## src/rtl/lcd_sync_pkg.sv

```systemverilog
package lcd_sync_pkg;

    typedef enum logic [1:0] {
        H_SYNC,
        H_BACK,
        H_ACT,
        H_FRONT
    } h_phase_e;

    typedef enum logic [2:0] {
        V_IDLE,
        V_SYNC,
        V_BACK,
        V_ACT,
        V_FRONT
    } v_state_e;

endpackage

```

## src/rtl/lcd_pix_divider.sv

```systemverilog
module lcd_pix_divider #(
    parameter int DIVW = 8
) (
    input  logic            clk,
    input  logic            rst_n,
    input  logic            run,
    input  logic [DIVW-1:0] div,
    output logic            ce
);
    logic [DIVW:0] cnt_q;
    logic [DIVW:0] last;
    logic          bypass;

    assign last   = {div, 1'b1};
    assign bypass = (div == '0);
    assign ce     = run && (bypass || (cnt_q == last));

    always_ff @(posedge clk or negedge rst_n) begin
        if (!rst_n) begin
            cnt_q <= '0;
        end else if (!run || bypass || (cnt_q == last)) begin
            cnt_q <= '0;
        end else begin
            cnt_q <= cnt_q + 1'b1;
        end
    end
endmodule

```

## src/rtl/lcd_line_timer.sv

```systemverilog
module lcd_line_timer
    import lcd_sync_pkg::*;
#(
    parameter int PW    = 8,
    parameter int HW    = 11,
    parameter int POS_W = 13
) (
    input  logic             clk,
    input  logic             rst_n,
    input  logic             run,
    input  logic             ce,
    input  logic [PW-1:0]    sync_m1,
    input  logic [PW-1:0]    back_m1,
    input  logic [HW-1:0]    act_m1,
    input  logic [PW-1:0]    front_m1,
    output h_phase_e         phase,
    output logic [POS_W-1:0] pos,
    output logic             line_end
);
    localparam int SEG_W = (HW > PW) ? HW : PW;

    h_phase_e         state_q, state_d;
    logic [SEG_W-1:0] seg_q;
    logic [SEG_W-1:0] seg_len_m1;
    logic             seg_last;

    always_comb begin
        unique case (state_q)
            H_SYNC:  seg_len_m1 = SEG_W'(sync_m1);
            H_BACK:  seg_len_m1 = SEG_W'(back_m1);
            H_ACT:   seg_len_m1 = SEG_W'(act_m1);
            H_FRONT: seg_len_m1 = SEG_W'(front_m1);
        endcase
    end

    assign seg_last = (seg_q == seg_len_m1);
    assign line_end = ce && (state_q == H_FRONT) && seg_last;
    assign phase    = state_q;

    always_comb begin
        state_d = state_q;
        if (ce && seg_last) begin
            unique case (state_q)
                H_SYNC:  state_d = H_BACK;
                H_BACK:  state_d = H_ACT;
                H_ACT:   state_d = H_FRONT;
                H_FRONT: state_d = H_SYNC;
            endcase
        end
    end

    always_ff @(posedge clk or negedge rst_n) begin
        if (!rst_n) begin
            state_q <= H_SYNC;
            seg_q   <= '0;
            pos     <= '0;
        end else if (!run) begin
            state_q <= H_SYNC;
            seg_q   <= '0;
            pos     <= '0;
        end else if (ce) begin
            state_q <= state_d;
            seg_q   <= seg_last ? '0 : seg_q + 1'b1;
            pos     <= line_end ? '0 : pos + 1'b1;
        end
    end
endmodule

```

## src/rtl/lcd_sync_gen.sv

```systemverilog
module lcd_sync_gen
    import lcd_sync_pkg::*;
#(
    parameter int PW   = 8,
    parameter int HW   = 11,
    parameter int VW   = 10,
    parameter int DIVW = 8
) (
    input  logic              clk,
    input  logic              rst_n,
    input  logic              enable,
    input  logic [PW-1:0]     cfg_hsync_m1,
    input  logic [PW-1:0]     cfg_hback_m1,
    input  logic [HW-1:0]     cfg_hact_m1,
    input  logic [PW-1:0]     cfg_hfront_m1,
    input  logic [PW-1:0]     cfg_vsync_m1,
    input  logic [PW-1:0]     cfg_vback,
    input  logic [VW-1:0]     cfg_vact_m1,
    input  logic [PW-1:0]     cfg_vfront,
    input  logic [DIVW-1:0]   cfg_clk_div,
    input  logic              cfg_inv_line,
    input  logic              cfg_inv_frame,
    output logic              pix_ce,
    output logic              hsync,
    output logic              vsync,
    output logic              de,
    output logic [HW+1:0]     pix_x,
    output logic [VW+1:0]     line_y,
    output logic              busy
);
    localparam int HPOS_W = HW + 2;
    localparam int VPOS_W = VW + 2;
    localparam int VL_W   = ((VW > PW) ? VW : PW) + 1;

    // shadow copy of the configuration, frozen for the whole frame
    logic [PW-1:0]   sh_hsync_m1, sh_hback_m1, sh_hfront_m1;
    logic [HW-1:0]   sh_hact_m1;
    logic [PW-1:0]   sh_vsync_m1, sh_vback, sh_vfront;
    logic [VW-1:0]   sh_vact_m1;
    logic [DIVW-1:0] sh_clk_div;
    logic            sh_inv_line, sh_inv_frame;

    v_state_e         state_q, state_d;
    logic [VL_W-1:0]  v_cnt_q;
    logic [VL_W-1:0]  v_len_m1;
    logic             v_last;
    logic             line_end;
    logic             frame_end;
    logic             shadow_load;
    logic             run;
    h_phase_e         h_phase;

    assign run = (state_q != V_IDLE);

    lcd_pix_divider #(.DIVW(DIVW)) u_div (
        .clk   (clk),
        .rst_n (rst_n),
        .run   (run),
        .div   (sh_clk_div),
        .ce    (pix_ce)
    );

    lcd_line_timer #(.PW(PW), .HW(HW), .POS_W(HPOS_W)) u_line (
        .clk      (clk),
        .rst_n    (rst_n),
        .run      (run),
        .ce       (pix_ce),
        .sync_m1  (sh_hsync_m1),
        .back_m1  (sh_hback_m1),
        .act_m1   (sh_hact_m1),
        .front_m1 (sh_hfront_m1),
        .phase    (h_phase),
        .pos      (pix_x),
        .line_end (line_end)
    );

    // length of the current vertical phase, minus one
    always_comb begin
        unique case (state_q)
            V_SYNC:  v_len_m1 = VL_W'(sh_vsync_m1);
            V_BACK:  v_len_m1 = VL_W'(sh_vback) - 1'b1;
            V_ACT:   v_len_m1 = VL_W'(sh_vact_m1);
            V_FRONT: v_len_m1 = VL_W'(sh_vfront) - 1'b1;
            default: v_len_m1 = '0;
        endcase
    end

    assign v_last    = (v_cnt_q == v_len_m1);
    assign frame_end = line_end && v_last &&
                       (((state_q == V_ACT) && (sh_vfront == '0)) || (state_q == V_FRONT));
    assign shadow_load = (state_q == V_IDLE) || frame_end;

    // next-state logic
    always_comb begin
        state_d = state_q;
        unique case (state_q)
            V_IDLE:  if (enable) state_d = V_SYNC;
            V_SYNC:  if (line_end && v_last)
                         state_d = (sh_vback != '0) ? V_BACK : V_ACT;
            V_BACK:  if (line_end && v_last) state_d = V_ACT;
            V_ACT:   if (line_end && v_last)
                         state_d = (sh_vfront != '0) ? V_FRONT :
                                   (enable ? V_SYNC : V_IDLE);
            V_FRONT: if (line_end && v_last)
                         state_d = enable ? V_SYNC : V_IDLE;
            default: state_d = V_IDLE;
        endcase
    end

    // state register and vertical counters
    always_ff @(posedge clk or negedge rst_n) begin
        if (!rst_n) begin
            state_q <= V_IDLE;
            v_cnt_q <= '0;
            line_y  <= '0;
        end else begin
            state_q <= state_d;
            if (state_q == V_IDLE) begin
                v_cnt_q <= '0;
                line_y  <= '0;
            end else if (line_end) begin
                v_cnt_q <= v_last ? '0 : v_cnt_q + 1'b1;
                line_y  <= frame_end ? '0 : line_y + 1'b1;
            end
        end
    end

    always_ff @(posedge clk or negedge rst_n) begin
        if (!rst_n) begin
            sh_hsync_m1  <= '0;
            sh_hback_m1  <= '0;
            sh_hact_m1   <= '0;
            sh_hfront_m1 <= '0;
            sh_vsync_m1  <= '0;
            sh_vback     <= '0;
            sh_vact_m1   <= '0;
            sh_vfront    <= '0;
            sh_clk_div   <= '0;
            sh_inv_line  <= 1'b0;
            sh_inv_frame <= 1'b0;
        end else if (shadow_load) begin
            sh_hsync_m1  <= cfg_hsync_m1;
            sh_hback_m1  <= cfg_hback_m1;
            sh_hact_m1   <= cfg_hact_m1;
            sh_hfront_m1 <= cfg_hfront_m1;
            sh_vsync_m1  <= cfg_vsync_m1;
            sh_vback     <= cfg_vback;
            sh_vact_m1   <= cfg_vact_m1;
            sh_vfront    <= cfg_vfront;
            sh_clk_div   <= cfg_clk_div;
            sh_inv_line  <= cfg_inv_line;
            sh_inv_frame <= cfg_inv_frame;
        end
    end

    // output decode
    always_comb begin
        busy  = run;
        hsync = (run && (h_phase == H_SYNC)) ^ sh_inv_line;
        vsync = (state_q == V_SYNC) ^ sh_inv_frame;
        de    = (state_q == V_ACT) && (h_phase == H_ACT);
    end
endmodule

```

## config.mk

```make
export PLATFORM = sky130hd
export DESIGN_NAME = lcd_sync_gen
export DESIGN_NICKNAME = d
export VERILOG_FILES = /design/src/rtl/lcd_sync_pkg.sv /design/src/rtl/lcd_pix_divider.sv /design/src/rtl/lcd_line_timer.sv /design/src/rtl/lcd_sync_gen.sv
export SDC_FILE = /design/constraint.sdc
export NUM_CORES = 1
export LEC_CHECK = 0
export ABC_CLOCK_PERIOD_IN_PS = 9700
export BUFFER_PORTS_ARGS = -buffer_cell sky130_fd_sc_hd__buf_4
export CORE_MARGIN = 2
export CORE_UTILIZATION = 30
export DETAILED_ROUTE_END_ITERATION = 16
export SLEW_MARGIN = 10
export SYNTH_ARGS = -nofsm -noshare
export SYNTH_HDL_FRONTEND = slang
export SYNTH_SLANG_ARGS = --single-unit
```

## constraint.sdc

```tcl
create_clock -name clk -period 9.7 [get_ports clk]
set_clock_uncertainty 0.15 [all_clocks]
set_input_delay 2.91 -clock clk [delete_from_list [all_inputs] [get_ports clk]]
set_output_delay 2.91 -clock clk [all_outputs]
set_load 0.1 [all_outputs]
```

# After elaboration in Yosys (flattened, before gate mapping)
# Index checks and enable logic that the tools add are counted.
[totals]
elab_cells = 97
ff_bits = 140
out_inout_bits = 30
inputBits = 82
[classes]
n_eq_ne = 17
reduce_logical = 25
n_mux = 28
bitwise_logic = 2
n_addsub = 7
[op_table]
columns = ["operator", "n"]
rows = [
  ["$pmux 11 s4", 2],
  ["$mux 11", 6],
  ["$mux 13", 3],
  ["$mux 12", 3],
  ["$add 11x1->11 const B", 2],
  ["$eq 11x11->1", 2],
  ["$mux 3", 6],
  ["$sub 8x1->9 const B", 2],
  ["$logic_not 8->1", 2],
  ["$reduce_bool 8->1", 2],
  ["$pmux 3 s5", 1],
  ["$add 13x1->13 const B", 1],
  ["$add 12x1->12 const B", 1],
  ["$add 9x1->9 const B", 1],
  ["$eq 9x9->1", 1],
  ["$logic_and 1x1->1", 9],
  ["$mux 9", 1],
  ["$ne 2x2->1 const B", 4],
  ["$pmux 2 s4", 1],
  ["$eq 3x2->1 const B", 2],
  ["$mux 2", 3],
  ["$ne 2x1->1 const B", 3],
  ["$logic_or 1x1->1", 5],
  ["$reduce_and 5->1", 1],
  ["12 further kinds", 15],
]

# Longest topological paths before layout
# Gate-level depths: netlist of run 1.
[logic_depth]
ltp_word = 10
ltp_mapped = 14
ltp_nobuf = 11

# By module
# From an unflattened synthesis of run 1, not the netlist that was laid out.
[hier_totals]
cells_unflattened = 736
hier_area_um2 = 7807.5
[by_module_without_submodules]
columns = ["module", "area_each_um2", "n_inst", "cells_per_inst"]
rows = [
  ["lcd_sync_gen", 5215.0, 1, 448],
  ["lcd_line_timer", 2043.2, 1, 233],
  ["lcd_pix_divider", 549.3, 1, 55],
]

# Worst setup path after synthesis of run 1
# Ideal clock, no wire load.
[synth_timing]
path_type = "flip-flop to output port"
from = "reg state_q[1]"
to = "out hsync"
required_time_ps = 6640
slack_ps = 3579
n_path_buf = 1
path_stages_with_launch = 7
arrival_time_ps = 3061
cell_sequence = "dfrtp_1 > clkbuf_1 > or2_1 > nor2_1 > clkinv_1 > nand2_1 > xnor2_1"
[synth_via]
elab_chain_cells = 3
[synth_lines]
columns = ["item", "line", "rtl"]
rows = [
  ["start: declaration", "lcd_sync_gen.sv:43", "v_state_e state_q, state_d;"],
  ["start signal: assignment", "lcd_sync_gen.sv:117", "state_q <= state_d;"],
  ["$reduce_bool 3->1", "lcd_sync_gen.sv:53", "assign run = (state_q != V_IDLE);"],
  ["named net busy", "lcd_sync_gen.sv:29", "output logic busy"],
  ["$logic_and 1x1->1", "lcd_sync_gen.sv:159", "hsync = (run && (h_phase == H_SYNC)) ^ sh_inv_line;"],
  ["$xor 1x1->1", "lcd_sync_gen.sv:159", ""],
  ["end: declaration", "lcd_sync_gen.sv:24", "output logic hsync,"],
]
# The timed path passes the listed nets, and every way through them passes these cells.

# Final worst setup path of run 1
[layout_timing]
from = "reg state_q[1]"
to = "out hsync"
[layout_via]
elab_chain_cells = 3
[layout_lines]
columns = ["item", "line"]
rows = [
  ["$reduce_bool 3->1", "lcd_sync_gen.sv:53"],
  ["$logic_and 1x1->1", "lcd_sync_gen.sv:159"],
  ["$xor 1x1->1", "lcd_sync_gen.sv:159"],
]
# No other way between the ends.

==> summary.md, run 1 <==
| Metric | Value |
|---|---|
| Outcome | completed |
| Mapped Cells | 675 |
| Largest driver fanout on the critical path | 20 |
| Share of the yosys chip area belonging to registers | 0.4557 |
| Count of pins over their slew limit | 0 |
| Crit path setup slack, layout | 3.584 ns |
| Final critical delay including setup and external delays | 6.116 ns |
| Clock Sinks | 140 |
| Count of inserted antenna diode cells | 0 |
| Number of library cell types mapped by synthesis | 68 |
| Type of element capturing the critical path | output pin |
| Max-cap violation count | 0 |
| Count of hold-fix buffers inserted at cts | 0 |
| Initial antenna violation count | 0 |
| Register-to-Register Setup Slack | 4.71 ns |
| Number of failing hold endpoints at the final stage | 0 |
| TNS Setup | 0 ns |
| Initial core utilization | 0.3053 |
| Clock Latency Late Sink | 0.42 ns |
| Synth-to-layout area growth | 21.71% |
| CTS tree | yes |
| Normalized max-slew margin | 0.3273 |
| Worst setup path class | flip-flop to output pin |
| Syn Area/Cell | 11.39 um2 |
| Total wire length after detailed routing | 18050 um |
| R2r startpoint | u_line.phase[0] |
| Sequential cell area in the final layout | 3503 um2 |
| Average detailed-routed wire length per instance | 16.06 um |
| Via count of the first global-routing pass | 5492 |
| Cell depth of the worst flop-to-flop path | 12 |
| DRC violation total after the first TritonRoute iteration | 346 |
| Final GP Congestion | 0.7724 |
| Power per standard cell area | 239.6 nW/um2 |
| Die Outline Area | 26920 um2 |
| Unrepaired setup endpoints after global routing | false |
| Total CTS buffers | 17 |
| Top_reg_cell synth | dfrtp_1 |
| Deepest clock path buffer count | 2 |
| Combined area of all synthesized cells | 7687 um2 |
| Post-CTS sizing | 0 |
| Worst R2R End | sh_hact_m1[7] |
| Vias | 5477 |
| Proportion of layout cells with a drive suffix above 1 | 0.2972 |
| Pin count of the biggest net entering global routing | 80 |
| Tot GR Track Use | 0.1398 |
| Antenna Violating Nets Remaining | 0 |
| Top-level port count | 112 |
| Type of the most critical hold path | flip-flop to flip-flop |
| Maximum clock rate | 163.5 MHz |
| Crit start category | flip-flop |
| Startpoint of the lowest-slack hold path | sh_hact_m1[3] |
| Buffers added on ports | 111 |
| Number of filler instances in the final layout | 2466 |
| Maximum resistive drop on vdd | 0.1672 mV |
| Sum of net half-perimeters after detailed placement | 12670 um |
| Data required, critical path | 6.64 ns |
| Number of synthesized flops with an enable pin | 0 |
| Number of cells on the worst hold path | 1 |
| DR DRC count | 0 |
| End-of-flow core utilization | 0.3716 |
| Data arrival time of the critical path | 3.06 ns |
| Overall power after layout | 2.242 mW |
| Share of synthesized flip-flops with an asynchronous set or reset | 1.000 |
| Post-CTS setup buffers | 0 |
| Iteration count of the initial detailed-routing pass | 5 |
| Synthesized net count | 771 |
| Worst-path clk slew | 0.06 ns |
| Actual slew at the worst max-slew pin | 1.009 ns |
| Nets | 878 |
| Synth warnings | 0 |
| Worst setup slack after placement | 4.031 ns |
| Global-route wire length before repair | 29420 um |
| Height of the chip | 164.1 um |
| Final period util | 0.6305 |
| Number of placement rows | 58 |
| Register bit count reported by yosys | 140 |
| Leakage power summed over all cells | 4.434 nW |
| Leftover overflow at the end of global routing | 0 |
| Multi-input logic area | 3934 um2 |
| Cell at the root of the clock tree | clkbuf_16 |
| End of the worst hold path | sh_hact_m1[3] |
| Level count of the clock H-tree | 4 |
| Die Width | 164.1 um |
| Setup violations, final | 0 |
| Average vias per placed instance | 4.873 |
| Floorplan core area | 25180 um2 |
==> sequential cells by signal, summed over array words and instances, names as in the netlist, 9 cells and up <==
| signal | flops |
|---|---|
| u_line.seg_q | 11 |
| line_y | 12 |
| u_line.pos | 13 |
| u_div.cnt_q | 9 |
| sh_hact_m1 | 11 |
| sh_vact_m1 | 10 |
| v_cnt_q | 11 |
==> worst max-delay path by stage <==
stage	depth (start not counted)	slack, ns	to	startpoint
3_3_place_gp	6	4.08	hsync	state_q[1]
3_5_place_dp	6	4.03	hsync	state_q[1]
5_1_grt	6	3.28	hsync	state_q[1]
2_1_floorplan	6	3.58	hsync	state_q[1]
4_1_cts	6	3.57	hsync	state_q[1]
6_report	6	3.58	hsync	state_q[1]
==> power by group <==
| group | internal, mW | switching [mW] | leakage [nW] |
|---|---|---|---|
| sequential | 0.770 | 0.177 | 1.76 |
| clock | 0.360 | 0.267 | 0.262 |
| combinational | 0.387 | 0.280 | 2.41 |
==> layout make-up <==
type,instances,area share
Timing Repair Buffer,114,0.09187
Sequential cell,140,0.3744
Clock inverter,12,0.01257
Clock buffer,19,0.04734
Multi-Input combinational cell,486,0.4204
Inverter,23,0.009227
Tap cell,330,0.04413
==> per-stage QoR <==
stage	instances	hold slack, ns	area (um2)
floorplan	675	0.3307	7687
global placement	1093	0.3467	8796
detailed placement	1093	0.3448	8796
CTS	1124	0.3694	9356
global route	1124	0.3769	9356
finish	1124	0.3648	9356
==> cells by family (layout without fill, tap and decap cells) <==
family | Yosys count | in the layout | share of synthesized area
adder cells (fa/ha/maj) | 14 | 14 | 0.02279
AND/OR/NAND/NOR | 223 | 223 | 0.1602
buffers and inverters | 49 | 168 | 0.03369
AO/OA/AOI/OAI | 93 | 93 | 0.08317
multiplexers | 93 | 93 | 0.1727
XOR/XNOR | 63 | 63 | 0.07178
flip-flops | 140 | 140 | 0.4557
==> layer usage <==
metal  global-route usage  vias up  part of all wire
met1               0.1935     2709              0.48
met5                    0        -                 0
met4              0.04027        0             0.012
met2               0.2162      116              0.47
li1                     -     2636                 -
met3              0.03485       16             0.046
==> worst max-delay path, stage by stage, from the launching register on <==
cell and delay (ns):
dfrtp_1 0.60, or2_1 0.38, nor2_1 0.49, clkinv_1 0.45
nand2_1 0.26, xnor2_1 0.15, buf_4 0.31
==> synthesized netlist by cell type, drive strengths merged (2+ instances only) <==
library cell | n | share of area
o21ai | 33 | 0.021
nand2 | 33 | 0.016
nand3 | 28 | 0.018
a21oi | 9 | 0.0059
ha | 14 | 0.023
o22ai | 2 | 0.0016
o32ai | 3 | 0.0034
or4 | 5 | 0.0059
xnor2 | 29 | 0.033
a211oi | 4 | 0.0039
and3 | 23 | 0.019
o22a | 2 | 0.0023
nand2b | 15 | 0.012
a222oi | 9 | 0.012
o21a | 2 | 0.0020
xor2 | 34 | 0.039
a22o | 2 | 0.0023
and4b | 2 | 0.0026
a221oi | 3 | 0.0034
nand4 | 15 | 0.012
nor2 | 49 | 0.024
buf | 14 | 0.017
or3b | 3 | 0.0034
or2 | 2 | 0.0016
a21o | 2 | 0.0020
nor4 | 6 | 0.0076
nor3b | 7 | 0.0081
nor2b | 7 | 0.0057
and4 | 2 | 0.0023
nor3 | 7 | 0.0052
a31oi | 4 | 0.0033
inv | 22 | 0.011
o21bai | 2 | 0.0020
o31ai | 3 | 0.0029
or3 | 3 | 0.0024
mux2i | 10 | 0.013
mux2 | 83 | 0.16
and2 | 13 | 0.011
o2bb2ai | 3 | 0.0034
clkbuf | 12 | 0.0059
dfrtp | 140 | 0.46
a211o | 2 | 0.0023
==> cells in the final DEF, fill, tap and decap left out, types with 3 or more instances in the layout <==
cell type	count
a222oi_1	9
nor3b_1	5
clkinvlp_4	4
nor3_1	6
mux2_4	78
nand3_1	28
a211oi_1	4
nor2b_1	7
or3_1	3
o2bb2ai_1	3
o31ai_1	3
nor2_1	49
and3_1	23
o21ai_0	30
buf_4	113
a31oi_1	4
nor4_1	4
and2_1	13
xnor2_1	29
o21ai_1	3
dfrtp_1	140
ha_1	14
inv_1	20
clkinv_4	4
a21oi_1	9
nand2b_1	15
o32ai_1	3
xor2_1	34
mux2_1	4
or4_1	3
nand4_1	15
clkbuf_16	17
a221oi_1	3
nand2_1	33
mux2i_1	10
Power figures use the tool's default switching activity.
==> run 2, diff against run 1 <==
--- a/config.mk
+++ b/config.mk
@@ -5,7 +5,8 @@
 export SDC_FILE = /design/constraint.sdc
 export NUM_CORES = 1
 export LEC_CHECK = 0
-export ABC_CLOCK_PERIOD_IN_PS = 9700
+export ABC_AREA = 1
+export ABC_CLOCK_PERIOD_IN_PS = 5100
 export BUFFER_PORTS_ARGS = -buffer_cell sky130_fd_sc_hd__buf_4
 export CORE_MARGIN = 2
 export CORE_UTILIZATION = 30
==> constraint.sdc (replaced) <==
create_clock -name clk -period 5.1 [get_ports clk]
set_clock_uncertainty 0.15 [all_clocks]
set_input_delay 1.53 -clock clk [delete_from_list [all_inputs] [get_ports clk]]
set_output_delay 1.53 -clock clk [all_outputs]
set_load 0.1 [all_outputs]
==> run 2 against run 1 <==
  * Cell area rose by 2.1%
  * Clock power grew 95%
  * Global-route usage increased by 2.2 points
  * Combinational power grew to 3.4 times the previous value
  * Hold slack worse by 0.0030 ns
  * Critical path depth is 1 higher
  * Via count grew 34%
  * Non-clock buffer count increased by 3
  * Setup slack lost 2.6 ns
  * Total power up 140%
  * Die area increased by 2.1%
  * Clock-buffer cell count decreased by 2
  * Critical endpoint unchanged
==> summary.md, run 2 <==
| Metric | Value |
|---|---|
| Vias | 7328 |
| DRC violation total after the first TritonRoute iteration | 533 |
| Height of the chip | 165.8 um |
| Top_reg_cell synth | dfrtp_1 |
| Met3 Use GR | 0.03027 |
| Maximum clock rate | 245.4 MHz |
| Fraction of synthesized cell area taken by the top area cell type | 0.4461 |
| Actual slew at the worst max-slew pin | 0.9688 ns |
| Number of placement rows | 59 |
| Synthesized net count | 1180 |
| Die Outline Area | 27490 um2 |
| Floorplan core area | 25910 um2 |
| DR DRC count | 0 |
| Cell taking the most area after synthesis | dfrtp_1 |
| Normalized max-slew margin | 0.3541 |
| Power dissipated by switching net loads | 2.454 mW |
| Top-level port count | 112 |
| Clock Sinks | 140 |
| Sum of net half-perimeters after detailed placement | 15300 um |
| Average vias per placed instance | 4.793 |
| Die Width | 165.8 um |
| Number of library cell types mapped by synthesis | 35 |
| Share of the yosys chip area belonging to registers | 0.4461 |
| Level count of the clock H-tree | 4 |
| Internal Dissipation | 2.818 mW |
| Count of hold-fix buffers inserted at cts | 0 |
| Leftover overflow at the end of global routing | 0 |
| Max-cap violation count | 0 |
| Via count of the first global-routing pass | 7209 |
| Total CTS buffers | 17 |
| Relative contribution of combinational cells to total power | 0.431 |
| Count of inserted antenna diode cells | 0 |
| Hold slack final | 0.3618 ns |
| Syn Area/Cell | 7.245 um2 |
| Library cell with the highest instance count after synthesis | nand2_1 |
| Number of synthesized flops with an enable pin | 0 |
| Pin count of the biggest net entering global routing | 91 |
| Post-route cell area | 9549 um2 |
| Deepest clock path buffer count | 2 |
| Type of element capturing the critical path | output pin |
| Type of the most critical hold path | flip-flop to flip-flop |
| Mapped Cells | 1084 |
| Synth warnings | 0 |
| Crit start category | flip-flop |
| Total wire length after detailed routing | 21760 um |
| Worst setup path class | flip-flop to output pin |
| Maximum resistive drop on vdd | 0.2585 mV |
| Average detailed-routed wire length per instance | 14.23 um |
| Share of total power in the clock network | 0.232 |
| Global-route met2 utilization | 0.2684 |
| Largest registers | u_line.pos: 13 flops, line_y: 12 flops |
| Count of pins over their slew limit | 0 |
| Number of cells on the worst hold path | 2 |
| Initial core utilization | 0.3031 |
| Most frequent standard cell in the layout excluding fill and tap cells | nand2_1 |
| Placed inst area | 8976 um2 |
| Global-route wire length before repair | 36440 um |
| Leakage power summed over all cells | 4.884 nW |
| Busiest layer in global routing | met2 |
| Proportion of layout cells with a drive suffix above 1 | 0.1390 |
| Outcome | completed |
| Final GP Congestion | 0.8857 |
| Switch share | 0.4655 |
| Unrepaired setup endpoints after global routing | false |
| Nets | 1277 |
| Combined area of all synthesized cells | 7854 um2 |
| Post-CTS setup buffers | 0 |
| Buffers added on ports | 111 |
| Clock Latency Late Sink | 0.43 ns |
| Data arrival time of the critical path | 2.39 ns |
| Register bit count reported by yosys | 140 |
| Max reg flops | 13 |
| Synth-to-layout area growth | 21.59% |
| Number of failing hold endpoints at the final stage | 0 |
| Most flop-heavy register | u_line.pos |
| Worst-path clk slew | 0.07 ns |
| Cells taking the most area after synthesis | dfrtp_1 45%, nand2_1 18%, nand3_1 11%, inv_1 5.1%, nor2_1 4.3% |
| Initial antenna violation count | 0 |
| Tot GR Track Use | 0.1613 |
| Setup violations, final | 0 |
| Iteration count of the initial detailed-routing pass | 5 |
| Met1 routing resource usage after global routing | 0.2107 |
| CTS tree | yes |
| Cell at the root of the clock tree | clkbuf_16 |
| Post-CTS sizing | 0 |
| Power per standard cell area | 552.1 nW/um2 |
| Seq pwr share | 0.337 |
| Most frequent cells in the layout | 371 x nand2_1, 167 x nand3_1, 140 x dfrtp_1, 115 x buf_4, 107 x inv_1 |
| Final period util | 0.7989 |
| Final critical delay including setup and external delays | 4.074 ns |
| Cell depth of the worst flop-to-flop path | 15 |
| Largest driver fanout on the critical path | 17 |
| Ranking of synthesized cells by instance count | 371 x nand2_1, 167 x nand3_1, 140 x dfrtp_1 |
| Antenna Violating Nets Remaining | 0 |
| Data required, critical path | 3.42 ns |
| Share of synthesized flip-flops with an asynchronous set or reset | 1.000 |
| TNS Setup | 0 ns |
run 2: cell types whose count changed in the layout (fill, tap and decap cells not counted), sizes merged, moves of 10 or more:
cell and change:
nand2 +339, nand3 +142, inv +94, mux2 -83
nor2 +45, and3 -22, xnor2 -21, nand2b -15
o22ai +14, and2 -13, xor2 -11, mux2i -10
run 2: cells by family after synthesis:
logic type | synth area share
buf+inv | 0.07695
compound gates | 0.04588
flops | 0.4461
simple gates | 0.3742
xor+xnor | 0.03457
fa+ha+maj | 0.02230
run 2: area by class of cell:
class | count | area (um2)
Clock inverter | 15 | 147.6
Tap cell | 335 | 419.2
Multi-Input combinational cell | 795 | 3746
Inverter | 110 | 412.9
Clock buffer | 17 | 425.4
Timing Repair Buffer | 117 | 894.6
Sequential cell | 140 | 3503
Fill cell | 2741 | 16360
run 2: final timing paths:
check                                     start              to  slack, ns
worst max-delay path                 state_q[1]           hsync       1.03
worst min-delay path              sh_vact_m1[3]   sh_vact_m1[3]       0.36
worst max register to register  u_line.phase[1]  sh_vsync_m1[6]       1.27
worst min register to register    sh_vact_m1[3]   sh_vact_m1[3]       0.36
max in group asynchronous                 rst_n  sh_vsync_m1[7]       2.98
min in group asynchronous                 rst_n   sh_vact_m1[8]       1.02
run 2: worst max-delay path, cell delays in order, from the launching register on:
cell	delay [ns]
dfrtp_1	0.52
nor2_4	0.19
inv_1	0.05
nor2_1	0.33
inv_2	0.27
nand2_1	0.17
xnor2_1	0.12
buf_4	0.30
run 2: power groups by stage:
| stage | Combinational, mW | Sequential [mW] | Clock (mW) |
|---|---|---|---|
| detailed placement | 2.29 | 1.79 | 0 |
| finish | 2.27 | 1.78 | 1.22 |
| CTS | 2.30 | 1.77 | 1.24 |
| global placement | 2.25 | 1.78 | 0 |
| floorplan | 1.76 | 1.70 | 0 |
| global route | 2.60 | 1.82 | 1.30 |
run 2: through the flow:
step                setup WS [ns]  cells    util  total power, mW
finish                      1.026   1529  0.3685            5.272
global route               0.7590   1529  0.3685            5.718
CTS                        0.9831   1529  0.3685            5.317
detailed placement          1.352   1497  0.3464            4.079
global placement            1.473   1497  0.3464            4.036
floorplan                  0.7380   1084       -            3.466
run 2: per-layer routing:
| metal | share of wire | routed length, um |
|---|---|---|
| met5 | 0 | 0 |
| met4 | 0.024 | 519 |
| met3 | 0.037 | 803 |
| met2 | 0.48 | 10490 |
| met1 | 0.46 | 9954 |
==> run 3, diff against run 2 <==
--- a/config.mk
+++ b/config.mk
@@ -5,8 +5,8 @@
 export SDC_FILE = /design/constraint.sdc
 export NUM_CORES = 1
 export LEC_CHECK = 0
-export ABC_AREA = 1
-export ABC_CLOCK_PERIOD_IN_PS = 5100
+export ABC_AREA = 0
+export ABC_CLOCK_PERIOD_IN_PS = 3900
 export BUFFER_PORTS_ARGS = -buffer_cell sky130_fd_sc_hd__buf_4
 export CORE_MARGIN = 2
 export CORE_UTILIZATION = 30
==> constraint.sdc (replaced) <==
create_clock -name clk -period 3.9 [get_ports clk]
set_clock_uncertainty 0.15 [all_clocks]
set_input_delay 1.17 -clock clk [delete_from_list [all_inputs] [get_ports clk]]
set_output_delay 1.17 -clock clk [all_outputs]
set_load 0.1 [all_outputs]
==> run 3 against run 2 <==
  * Global-route usage shrank 2.1 points
  * Wire length shrank 17%
  * Clock-buffer cell count is 3 higher
  * Cell count down 25%
  * First-iteration DRC count decreased by 32%
  * Via count is 25% lower
  * Clock power rose by 36%
  * Non-clock buffer count increased by 15
  * Largest power group is now registers
==> summary.md, run 3 (synthesis gave the netlist of run 1 again) <==
| Metric | Value |
|---|---|
| Count of buffer and inverter cells on the critical path | 2 |
| Die Width | 164.1 um |
| Top-level port count | 112 |
| Setup violations, final | 0 |
| Largest registers | u_line.pos: 13 flops, line_y: 12 flops |
| Clock Sinks | 140 |
| Maximum resistive drop on vdd | 0.4667 mV |
| R2r startpoint | u_line.phase[0] |
| CP max-delay cell | dfrtp_1 |
| Cell at the root of the clock tree | clkbuf_16 |
| Max reg flops | 13 |
| Height of the chip | 164.1 um |
| Tot GR Track Use | 0.1408 |
| Count of hold-fix buffers inserted at cts | 0 |
| Iteration count of the initial detailed-routing pass | 5 |
| Hold slack final | 0.3651 ns |
| Sum of net half-perimeters after detailed placement | 13360 um |
| Die Outline Area | 26920 um2 |
| Proportion of layout cells with a drive suffix above 1 | 0.3198 |
| Leftover overflow at the end of global routing | 0 |
| Crit path from | u_line.phase[0] |
| Startpoint of the lowest-slack hold path | sh_vsync_m1[4] |
| CTS tree | yes |
| Via count of the first global-routing pass | 5580 |
| Most flop-heavy register | u_line.pos |
| Delay contributed by the slowest stage of the critical path | 0.41 ns |
| Global-route wire length before repair | 29460 um |
| Initial antenna violation count | 0 |
| Nets | 896 |
| Count of inserted antenna diode cells | 0 |
| DR DRC count | 0 |
| Worst-path clk slew | 0.06 ns |
| Buffers added on ports | 111 |
| Normalized max-slew margin | 0.4765 |
| Most frequent cells in the layout | 140 x dfrtp_1, 127 x buf_4, 78 x mux2_4, 48 x nor2_1, 34 x xor2_1 |
| Chain of cells forming the critical path | inv_1, ha_1, a222oi_1, nand2b_1, mux2_1, nor4_2, nand3_1, nor2_1, nand3_1, o22a_4, buf_12, mux2_4 |
| Final GP Congestion | 0.7825 |
| Deepest clock path buffer count | 2 |
| Data arrival time of the critical path | 3.82 ns |
| Average detailed-routed wire length per instance | 15.82 um |
| DRC violation total after the first TritonRoute iteration | 360 |
| Most frequent standard cell in the layout excluding fill and tap cells | dfrtp_1 |
| Count of pins over their slew limit | 0 |
| Antenna Violating Nets Remaining | 0 |
| Floorplan core area | 25180 um2 |
| Largest driver fanout on the critical path | 35 |
| Average vias per placed instance | 4.777 |
| Cell family with most CP delay | simple AND/OR/NAND/NOR gates |
| Data required, critical path | 4.05 ns |
| Total wire length after detailed routing | 18080 um |
| Leakage power summed over all cells | 4.582 nW |
| Crit start category | flip-flop |
| Pin count of the biggest net entering global routing | 56 |
| Type of element capturing the critical path | flip-flop |
| Worst setup path class | flip-flop to flip-flop |
| Final period util | 0.9389 |
| Number of placement rows | 58 |
| Power per standard cell area | 597.2 nW/um2 |
| Initial core utilization | 0.3053 |
| Synth-to-layout area growth | 24.97% |
| Final critical delay including setup and external delays | 3.662 ns |
| Clock Latency Late Sink | 0.43 ns |
| Number of failing hold endpoints at the final stage | 0 |
| Number of standard cells in the layout, taps in and fillers out | 1143 |
| Level count of the clock H-tree | 4 |
| Vias | 5460 |
| Total CTS buffers | 17 |
| Outcome | completed |
| Type of the most critical hold path | flip-flop to flip-flop |
| Max-cap violation count | 0 |
| Actual slew at the worst max-slew pin | 0.7824 ns |
| Cell occurring most often along the worst timing path | nand3_1 |
| Count of placed standard cells including taps | 1111 |
| Maximum clock rate | 273.1 MHz |
## run 3: cell type report
cell class,count,area (um2)
fillers,2454,15570
multi-input cells,486,3956
flip-flops and latches,140,3503
repair buffers,132,1045
clock buffers,20,466.7
well taps,330,412.9
clock inverters,12,136.4
inverters,23,86.33
## run 3: metal layers
metal / vias up / share of wire / track usage
met5: - / 0 / 0
met1: 2661 / 0.48 / 0.1936
met4: 0 / 0.0093 / 0.03907
li1: 2672 / - / -
met3: 16 / 0.041 / 0.03333
met2: 111 / 0.47 / 0.2214
## run 3: what timing repair did
| action | in CTS | in global routing |
|---|---|---|
| resized for setup | 0 | 2 |
| endpoints found under the setup margin | 0 | 74 |
| setup buffers | 0 | 0 |
| hold endpoints to repair | 0 | 0 |
## run 3: final timing paths
check                                 end  slack, ns  cells after the start
max                           sh_vback[7]       0.24                     12
min                        sh_vsync_m1[4]       0.37                      1
max reg2reg                   sh_vback[7]       0.24                     12
min reg2reg                sh_vsync_m1[4]       0.37                      1
max in group asynchronous      v_cnt_q[8]       2.02                      2
min in group asynchronous   sh_clk_div[3]       0.55                      1
## run 3: through the flow
stage          TNS [ns]  setup WS (ns)  total power, mW  utilization  area [um2]
2_1_floorplan   -0.1685        -0.1685            3.610            -        7697
3_3_place_gp          0         0.2901            4.046       0.3571        8991
3_5_place_dp          0         0.1378            4.089       0.3571        8991
4_1_cts               0         0.1296            5.786       0.3810        9594
5_1_grt        -0.07850       -0.01529            6.073       0.3815        9607
6_report              0         0.2382            5.737       0.3815        9607
## run 3: worst reg2reg max path: cells and delay by family (launching register included)
| kind | cells | cell delay, ns |
|---|---|---|
| AO/OA/AOI/OAI | 2 | 0.68 |
| adder cells (fa/ha/maj) | 1 | 0.32 |
| buffers and inverters | 2 | 0.32 |
| flip-flops | 1 | 0.41 |
| multiplexers | 2 | 0.70 |
| AND/OR/NAND/NOR | 5 | 0.99 |
## run 3: where the power goes
| part | switching, mW | internal [mW] | total, mW | leakage, nW |
|---|---|---|---|---|
| Clock | 0.661 | 0.998 | 1.66 | 0.289 |
| Sequential | 0.451 | 1.92 | 2.37 | 1.76 |
| Combinational | 0.722 | 0.988 | 1.71 | 2.53 |
